==> src/rtl/orcg_pkg.sv <==
package orcg_pkg;

    // State codes are fixed; see brief.
    typedef enum logic [2:0] {
        ST_IDLE      = 3'b000,
        ST_OPEN      = 3'b001,
        ST_OPEN_WAIT = 3'b010,
        ST_REFRESH   = 3'b011,
        ST_READ      = 3'b100,
        ST_WRITE     = 3'b101,
        ST_CLOSE     = 3'b110,
        ST_CLOSE_ALL = 3'b111
    } gen_state_e;

    typedef enum logic [1:0] {
        ROW_EMPTY    = 2'd0,
        ROW_HIT      = 2'd1,
        ROW_CONFLICT = 2'd2
    } row_class_e;

    typedef struct packed {
        logic cs_n;
        logic ras_n;
        logic cas_n;
        logic we_n;
    } sdr_cmd_t;

    localparam sdr_cmd_t CMD_NOP   = 4'b0111;
    localparam sdr_cmd_t CMD_ACT   = 4'b0011;
    localparam sdr_cmd_t CMD_READ  = 4'b0101;
    localparam sdr_cmd_t CMD_WRITE = 4'b0100;
    localparam sdr_cmd_t CMD_PRE   = 4'b0010;
    localparam sdr_cmd_t CMD_REF   = 4'b0001;

endpackage

==> src/rtl/orcg_row_track.sv <==
module orcg_row_track
    import orcg_pkg::*;
#(
    parameter int ROW_W = 13
) (
    input  logic             clk,
    input  logic             rst_n,
    input  logic             open_i,
    input  logic             close_i,
    input  logic             access_i,
    input  logic [ROW_W-1:0] open_row_i,
    input  logic [ROW_W-1:0] req_row_i,
    output logic             row_open_o,
    output row_class_e       class_o
);

    logic             open_q;
    logic [ROW_W-1:0] row_q;

    always_ff @(posedge clk) begin
        if (!rst_n) begin
            open_q <= 1'b0;
            row_q  <= '0;
        end else if (close_i) begin
            open_q <= 1'b0;
        end else if (open_i) begin
            open_q <= 1'b1;
            row_q  <= open_row_i;
        end
    end

    always_comb begin
        if (!open_q) begin
            class_o = ROW_EMPTY;
        end else if (row_q == req_row_i) begin
            class_o = ROW_HIT;
        end else begin
            class_o = ROW_CONFLICT;
        end
    end

    assign row_open_o = open_q;


    act_on_closed_chk: assert property (@(posedge clk) disable iff (!rst_n)
        open_i |-> !open_q);


    close_only_open_chk: assert property (@(posedge clk) disable iff (!rst_n)
        close_i |-> open_q);


    access_needs_open_chk: assert property (@(posedge clk) disable iff (!rst_n)
        access_i |-> open_q);

endmodule

==> src/rtl/orcg_wait_timer.sv <==
module orcg_wait_timer #(
    parameter int TW = 3
) (
    input  logic          clk,
    input  logic          rst_n,
    input  logic          load_i,
    input  logic [TW-1:0] val_i,
    output logic          zero_o
);

    logic [TW-1:0] cnt_q;

    always_ff @(posedge clk) begin
        if (!rst_n) begin
            cnt_q <= '0;
        end else if (load_i) begin
            cnt_q <= val_i;
        end else if (cnt_q != '0) begin
            cnt_q <= cnt_q - 1'b1;
        end
    end

    assign zero_o = (cnt_q == '0);

endmodule

==> src/rtl/orcg_refresh_timer.sv <==
module orcg_refresh_timer #(
    parameter int INTERVAL = 780
) (
    input  logic clk,
    input  logic rst_n,
    input  logic ack_i,
    output logic pend_o
);

    localparam int CW = $clog2(INTERVAL);

    logic [CW-1:0] cnt_q;
    logic          pend_q;
    logic          wrap;

    assign wrap = (cnt_q == CW'(INTERVAL - 1));

    always_ff @(posedge clk) begin
        if (!rst_n) begin
            cnt_q  <= '0;
            pend_q <= 1'b0;
        end else begin
            cnt_q <= wrap ? '0 : cnt_q + 1'b1;
            if (wrap) begin
                pend_q <= 1'b1;
            end else if (ack_i) begin
                pend_q <= 1'b0;
            end
        end
    end

    assign pend_o = pend_q;


    refresh_when_due_chk: assert property (@(posedge clk) disable iff (!rst_n)
        ack_i |-> pend_q);

endmodule

==> src/rtl/openrow_cmd_gen.sv <==
module openrow_cmd_gen
    import orcg_pkg::*;
#(
    parameter int ROW_W        = 13,
    parameter int COL_W        = 10,
    parameter int AP_BIT       = 10,
    parameter int TRCD         = 2,
    parameter int TRP          = 2,
    parameter int CAS_LAT      = 2,
    parameter int TRFC         = 4,
    parameter int REF_INTERVAL = 780
) (
    input  logic             clk,
    input  logic             rst_n,
    input  logic             req_valid,
    input  logic             req_write,
    input  logic [ROW_W-1:0] req_row,
    input  logic [COL_W-1:0] req_col,
    output logic             req_ready,
    output logic             sd_cs_n,
    output logic             sd_ras_n,
    output logic             sd_cas_n,
    output logic             sd_we_n,
    output logic [ROW_W-1:0] sd_addr,
    output logic             rd_capture
);

    localparam int T_MAX   = (TRCD > TRP) ? ((TRCD > TRFC) ? TRCD : TRFC)
                                          : ((TRP > TRFC) ? TRP : TRFC);
    localparam int TW      = $clog2(T_MAX + 1);
    localparam int TRCD_LD = (TRCD >= 2) ? TRCD - 2 : 0;
    localparam int TRP_LD  = (TRP >= 2) ? TRP - 2 : 0;
    localparam int TRFC_LD = (TRFC >= 2) ? TRFC - 2 : 0;
    localparam int CHK_W   = 8;

    gen_state_e       state_q, state_d, access_st;
    logic             entry_q;
    logic             take_req;
    logic             wr_q;
    logic [ROW_W-1:0] row_q;
    logic [COL_W-1:0] col_q;
    logic             row_open;
    row_class_e       row_class;
    logic             ref_pend;
    logic             t_load;
    logic [TW-1:0]    t_val;
    logic             t_zero;
    logic             act_now, pre_now, ref_now, rd_now, acc_now;
    sdr_cmd_t         cmd;

    orcg_row_track #(.ROW_W(ROW_W)) row_i (
        .clk        (clk),
        .rst_n      (rst_n),
        .open_i     (act_now),
        .close_i    (pre_now),
        .access_i   (acc_now),
        .open_row_i (row_q),
        .req_row_i  (req_row),
        .row_open_o (row_open),
        .class_o    (row_class)
    );

    orcg_wait_timer #(.TW(TW)) tmr_i (
        .clk    (clk),
        .rst_n  (rst_n),
        .load_i (t_load),
        .val_i  (t_val),
        .zero_o (t_zero)
    );

    orcg_refresh_timer #(.INTERVAL(REF_INTERVAL)) ref_i (
        .clk    (clk),
        .rst_n  (rst_n),
        .ack_i  (ref_now),
        .pend_o (ref_pend)
    );

    assign access_st = wr_q ? ST_WRITE : ST_READ;

    // Next-state logic
    always_comb begin
        state_d  = state_q;
        take_req = 1'b0;
        unique case (state_q)
            ST_IDLE: begin
                if (ref_pend) begin
                    state_d = row_open ? ST_CLOSE_ALL : ST_REFRESH;
                end else if (req_valid) begin
                    take_req = 1'b1;
                    unique case (row_class)
                        ROW_EMPTY: state_d = ST_OPEN;
                        ROW_HIT:   state_d = req_write ? ST_WRITE : ST_READ;
                        default:   state_d = ST_CLOSE;
                    endcase
                end
            end
            ST_CLOSE: begin
                if (entry_q ? (TRP == 1) : t_zero) state_d = ST_OPEN;
            end
            ST_OPEN: begin
                state_d = (TRCD == 1) ? access_st : ST_OPEN_WAIT;
            end
            ST_OPEN_WAIT: begin
                if (t_zero) state_d = access_st;
            end
            ST_CLOSE_ALL: begin
                if (entry_q ? (TRP == 1) : t_zero) state_d = ST_REFRESH;
            end
            ST_REFRESH: begin
                if (entry_q ? (TRFC == 1) : t_zero) state_d = ST_IDLE;
            end
            ST_READ, ST_WRITE: state_d = ST_IDLE;
            default: state_d = ST_IDLE;
        endcase
    end

    // State register and request capture
    always_ff @(posedge clk) begin
        if (!rst_n) begin
            state_q <= ST_IDLE;
            entry_q <= 1'b0;
            wr_q    <= 1'b0;
            row_q   <= '0;
            col_q   <= '0;
        end else begin
            state_q <= state_d;
            entry_q <= (state_d != state_q);
            if (take_req) begin
                wr_q  <= req_write;
                row_q <= req_row;
                col_q <= req_col;
            end
        end
    end

    // Outputs
    always_comb begin
        cmd       = CMD_NOP;
        sd_addr   = '0;
        act_now   = 1'b0;
        pre_now   = 1'b0;
        ref_now   = 1'b0;
        rd_now    = 1'b0;
        acc_now   = 1'b0;
        t_load    = 1'b0;
        t_val     = '0;
        req_ready = 1'b0;
        unique case (state_q)
            ST_IDLE, ST_OPEN_WAIT: begin
                cmd = CMD_NOP;
            end
            ST_OPEN: begin
                cmd     = CMD_ACT;
                sd_addr = row_q;
                act_now = 1'b1;
                t_load  = 1'b1;
                t_val   = TW'(TRCD_LD);
            end
            ST_READ: begin
                cmd                 = CMD_READ;
                sd_addr[COL_W-1:0]  = col_q;
                rd_now              = 1'b1;
                acc_now             = 1'b1;
                req_ready           = 1'b1;
            end
            ST_WRITE: begin
                cmd                 = CMD_WRITE;
                sd_addr[COL_W-1:0]  = col_q;
                acc_now             = 1'b1;
                req_ready           = 1'b1;
            end
            ST_CLOSE: begin
                if (entry_q) begin
                    cmd     = CMD_PRE;
                    pre_now = 1'b1;
                    t_load  = 1'b1;
                    t_val   = TW'(TRP_LD);
                end
            end
            ST_CLOSE_ALL: begin
                if (entry_q) begin
                    cmd             = CMD_PRE;
                    sd_addr[AP_BIT] = 1'b1;
                    pre_now         = 1'b1;
                    t_load          = 1'b1;
                    t_val           = TW'(TRP_LD);
                end
            end
            ST_REFRESH: begin
                if (entry_q) begin
                    cmd     = CMD_REF;
                    ref_now = 1'b1;
                    t_load  = 1'b1;
                    t_val   = TW'(TRFC_LD);
                end
            end
            default: cmd = CMD_NOP;
        endcase
    end

    assign sd_cs_n  = cmd.cs_n;
    assign sd_ras_n = cmd.ras_n;
    assign sd_cas_n = cmd.cas_n;
    assign sd_we_n  = cmd.we_n;

    // Read data strobe, CAS_LAT cycles after READ
    logic [CAS_LAT-1:0] rd_pipe;
    generate
        if (CAS_LAT == 1) begin : g_cl_one
            always_ff @(posedge clk) begin
                if (!rst_n) rd_pipe <= '0;
                else        rd_pipe <= rd_now;
            end
        end else begin : g_cl_multi
            always_ff @(posedge clk) begin
                if (!rst_n) rd_pipe <= '0;
                else        rd_pipe <= {rd_pipe[CAS_LAT-2:0], rd_now};
            end
        end
    endgenerate
    assign rd_capture = rd_pipe[CAS_LAT-1];

    // Spacing monitors for the assertions
    logic [CHK_W-1:0] since_act, since_pre, since_ref;
    always_ff @(posedge clk) begin
        if (!rst_n) begin
            since_act <= '1;
            since_pre <= '1;
            since_ref <= '1;
        end else begin
            since_act <= act_now ? CHK_W'(1) : ((since_act == '1) ? since_act : since_act + 1'b1);
            since_pre <= pre_now ? CHK_W'(1) : ((since_pre == '1) ? since_pre : since_pre + 1'b1);
            since_ref <= ref_now ? CHK_W'(1) : ((since_ref == '1) ? since_ref : since_ref + 1'b1);
        end
    end


    trcd_gap_chk: assert property (@(posedge clk) disable iff (!rst_n)
        (!sd_cs_n && sd_ras_n && !sd_cas_n) |-> (since_act >= CHK_W'(TRCD)));


    trp_gap_chk: assert property (@(posedge clk) disable iff (!rst_n)
        (!sd_cs_n && !sd_ras_n && sd_cas_n && sd_we_n) |-> (since_pre >= CHK_W'(TRP)));


    refresh_gap_chk: assert property (@(posedge clk) disable iff (!rst_n)
        (cmd != CMD_NOP) |-> (since_ref >= CHK_W'(TRFC)));


    refresh_closed_chk: assert property (@(posedge clk) disable iff (!rst_n)
        ref_now |-> (!row_open && since_pre >= CHK_W'(TRP)));


    ready_single_chk: assert property (@(posedge clk) disable iff (!rst_n)
        req_ready |=> !req_ready);

endmodule

==> config.mk <==
export PLATFORM = sky130hd
export DESIGN_NAME = openrow_cmd_gen
export DESIGN_NICKNAME = d
export VERILOG_FILES = /design/src/rtl/orcg_pkg.sv /design/src/rtl/orcg_row_track.sv /design/src/rtl/orcg_wait_timer.sv /design/src/rtl/orcg_refresh_timer.sv /design/src/rtl/openrow_cmd_gen.sv
export SDC_FILE = /design/constraint.sdc
export NUM_CORES = 1
export LEC_CHECK = 0
export BUFFER_PORTS_ARGS = -buffer_cell sky130_fd_sc_hd__buf_2
export CORE_MARGIN = 2
export CORE_UTILIZATION = 40
export CTS_CLUSTER_DIAMETER = 200
export DETAILED_ROUTE_END_ITERATION = 12
export SETUP_SLACK_MARGIN = 0.02
export SLEW_MARGIN = 5
export SYNTH_ARGS = -nofsm -noshare
export SYNTH_HDL_FRONTEND = slang
export SYNTH_SLANG_ARGS = --single-unit
==> constraint.sdc <==
create_clock -name clk -period 2.3 [get_ports clk]
set_input_delay 0.46 -clock clk [delete_from_list [all_inputs] [get_ports clk]]
set_output_delay 0.46 -clock clk [all_outputs]
set_load 0.02 [all_outputs]
==> results.sh <==
export IMPL_status="finished clean"
export IMPL_layout_min_cycle_time_ns=2.12
export IMPL_cts_tree="done"
export IMPL_seq_area_frac_synth=0.427
export IMPL_min_from="req_col[1]"
export IMPL_die_x_um=86.4
export IMPL_rsz0062_at_grt="no"
export IMPL_synth_seq_cells=58
export IMPL_slew_violations=0
export IMPL_ant_nets=0
export IMPL_portBuffers=44
export IMPL_cp_slowest_cell="dfxtp_1"
export IMPL_top_layer="met4"
export IMPL_antenna_found_initial=0
export IMPL_synth_cells=332
export IMPL_num_io_pins=46
export IMPL_yosysUniqueCellTypes=40
export IMPL_hold_viol=0
export IMPL_path_max_fanout=15
export IMPL_critPathCaptureType="output pin"
export IMPL_synth_flop_cell="dfxtp_1"
export IMPL_slew_headroom=0.656
export IMPL_required_ns=1.84
export IMPL_syn_nets=362
export IMPL_crit_chain="buf_4 -> and2b_2 -> nor2_1 -> o21ai_0 -> buf_2"
export IMPL_cts_hold_buf=0
export IMPL_cp_startpoint="state_q[2]"
export IMPL_met1Wirelength_um=3060
export IMPL_wl_um=6030
export IMPL_critical_path_top_delay_family="buffers and inverters"
export IMPL_r2r_start="row_i.row_q[0]"
export IMPL_setup_viol=0
export IMPL_power_total_w=0.00335
export IMPL_power_density_nw_per_um2=1040
export IMPL_yosys_warnings=0
export IMPL_clock_skew_ns=0.00522
export IMPL_grt_overflow=0
export IMPL_clock_sinks=58
export IMPL_coreArea_um2=6680
export IMPL_drcViolationCount=0
export IMPL_die_h_um=86.4
export IMPL_num_antenna_cells=0
export IMPL_dr_wl_met3_um=203
export IMPL_fp_dieArea_um2=7470
export IMPL_synthArstFlopShare=0
export IMPL_synth_edff_count=0
export IMPL_grt_total_usage=0.172
export IMPL_setup_tns_final_ns=0
export IMPL_synth_area_um2=2720
export IMPL_grt_max_degree=26
export IMPL_grt_pass1_wl_um=9900
export IMPL_drv_cap=0
export IMPL_first_global_vias=2053
export IMPL_drtIter0Drc=119
export IMPL_hp_class="input pin to flip-flop"
export IMPL_drt_wirelength_per_cell_um=13.0
export IMPL_vdd_drop_max_mv=0.438
export IMPL_htree_levels=3
export IMPL_crit_buf_inv=2
export IMPL_cp_data_arrival_time_ns=1.66
export IMPL_first_pass_iters=4
export IMPL_routed_via_density=4.92
export IMPL_timing_final_crit_share=0.922
export IMPL_post_dp_hpwl_um=4240
export IMPL_crit_type="flip-flop to output pin"
export IMPL_area_delta_synth_final_pct=18.6
export IMPL_cp_start_kind="flip-flop"
export IMPL_cts_buffers=9
export IMPL_critical_path_max_stage_delay_ns=0.34
export IMPL_num_rows=30
export IMPL_cts_root_buf="clkbuf_8"
export IMPL_power_leakage_nw=1.43
export IMPL_finalNetCount=408
export IMPL_drive_gt1_frac=0.206
export IMPL_max_freq_ghz=0.472
export IMPL_worstSkewPairLatency_ns=0.33
export IMPL_fillers=689
export IMPL_cts_buffer_depth=2
export IMPL_initial_core_util=0.407
export IMPL_vias=2278
export IMPL_worstMarginPinSlew_ns=0.514
export IMPL_met2WireLength_um=2670
export IMPL_clk_pin_slew_ns=0.07
export IMPL_avgSynthCellArea_um2=8.18
export IMPL_routabilityCongestion=0.825
[synthesized netlist by cell type (2+ instances only)]
master	n	share of area
o21ai_0	4	0.0074
buf_2	8	0.015
xor2_1	20	0.064
o21ai_1	2	0.0037
o21a_1	3	0.0083
and2_1	7	0.016
ha_1	3	0.014
nand2_1	105	0.15
buf_4	2	0.0055
and3_1	7	0.016
nand3_1	6	0.011
nor2b_1	2	0.0046
nor3_1	3	0.0055
xnor2_1	5	0.016
a21oi_1	2	0.0037
a21boi_0	17	0.047
a21boi_1	20	0.055
o31ai_1	2	0.0055
inv_1	4	0.0055
clkbuf_1	8	0.011
nand4_1	3	0.0069
nand2b_1	2	0.0046
dfxtp_1	58	0.43
nor4_2	3	0.014
nor2_1	21	0.029
[worst paths after layout]
| kind | cells past startpoint | endpoint | slack (ns) |
|---|---|---|---|
| worst max-delay path | 5 | sd_ras_n | 0.18 |
| worst max register to register | 6 | entry_q | 0.49 |
| worst min-delay path | 3 | col_q[1] | 0.36 |
| worst min register to register | 1 | rd_pipe[1] | 0.45 |
[per-layer routing]
metal  vias up  GRT usage
li1       1172          -
met1      1054      0.243
met2        43      0.251
met3         9     0.0400
met4         0     0.0724
met5         -          0
[sequential cells by signal, indices dropped and copies added (netlist names)]
register / count
ref_i.cnt_q: 10
tmr_i.cnt_q: 3
row_i.row_open_o: 1
ref_i.pend_o: 1
row_q: 13
state_q: 3
row_i.row_q: 13
entry_q: 1
rd_pipe: 2
col_q: 10
wr_q: 1
[report_power, final]
group	switching (W)	internal [W]	total (W)
registers	0.000140	0.00117	0.00131
logic	0.000652	0.000455	0.00111
clock network	0.000398	0.000538	0.000936
total	0.00119	0.00216	0.00335
[kinds of logic after synthesis]
family | after synthesis | synth area share
DFF | 58 | 0.427
xor gates and xnor gates | 25 | 0.0806
AOI/OAI and AO/OA | 55 | 0.150
and+or+nand+nor | 166 | 0.282
adders and majority gates | 3 | 0.0138
other | 1 | 0.00138
muxes | 1 | 0.00369
buffers and inverters | 23 | 0.0410
[worst min-delay path, delay by kind of cell]
| kind | cells | cell delay (ns) |
|---|---|---|
| AO/OA/AOI/OAI | 1 | 0.05 |
| buffers and inverters | 1 | 0.09 |
| AND/OR/NAND/NOR | 1 | 0.04 |
[repair_timing]
item	in CTS	in global routing
setup endpoints to repair	5	9
setup buffers	0	0
resized for setup	1	2
[cell usage in the layout, fill, tap and decap left out, types with 4 or more instances in the layout]
cell,netlist,final
a21boi_0,17,17
dfxtp_1,58,57
a21boi_1,20,20
inv_1,4,4
xor2_1,20,20
xnor2_1,5,5
nor2_1,21,20
and2_1,7,7
buf_4,2,10
clkbuf_8,0,14
nand2_1,105,105
nand3_1,6,6
and3_1,7,7
o21ai_0,4,4
buf_2,8,44
[per-stage QoR]
stage	hold WS, ns	instance area, um2	cells	setup WS [ns]	utilization
after floorplan	0.412	2720	332	0.507	-
after global placement	0.422	3020	447	0.291	0.451
after detailed placement	0.434	3020	447	0.258	0.451
after CTS	0.343	3220	463	0.0922	0.482
after global routing	0.358	3220	463	0.0506	0.482
final	0.357	3220	463	0.180	0.482
[area by class of cell]
type / instances / area (um2) / share of cell area
clock inverter: 1 / 5.00 / 0.00155
multi-input combinational: 251 / 1450 / 0.449
timing repair buffer: 54 / 295 / 0.0917
sequential: 58 / 1160 / 0.361
inverter: 4 / 15.0 / 0.00466
clock buffer: 15 / 196 / 0.0610
tap: 80 / 100 / 0.0311
Note: power is estimated with default switching activity, not from simulation.
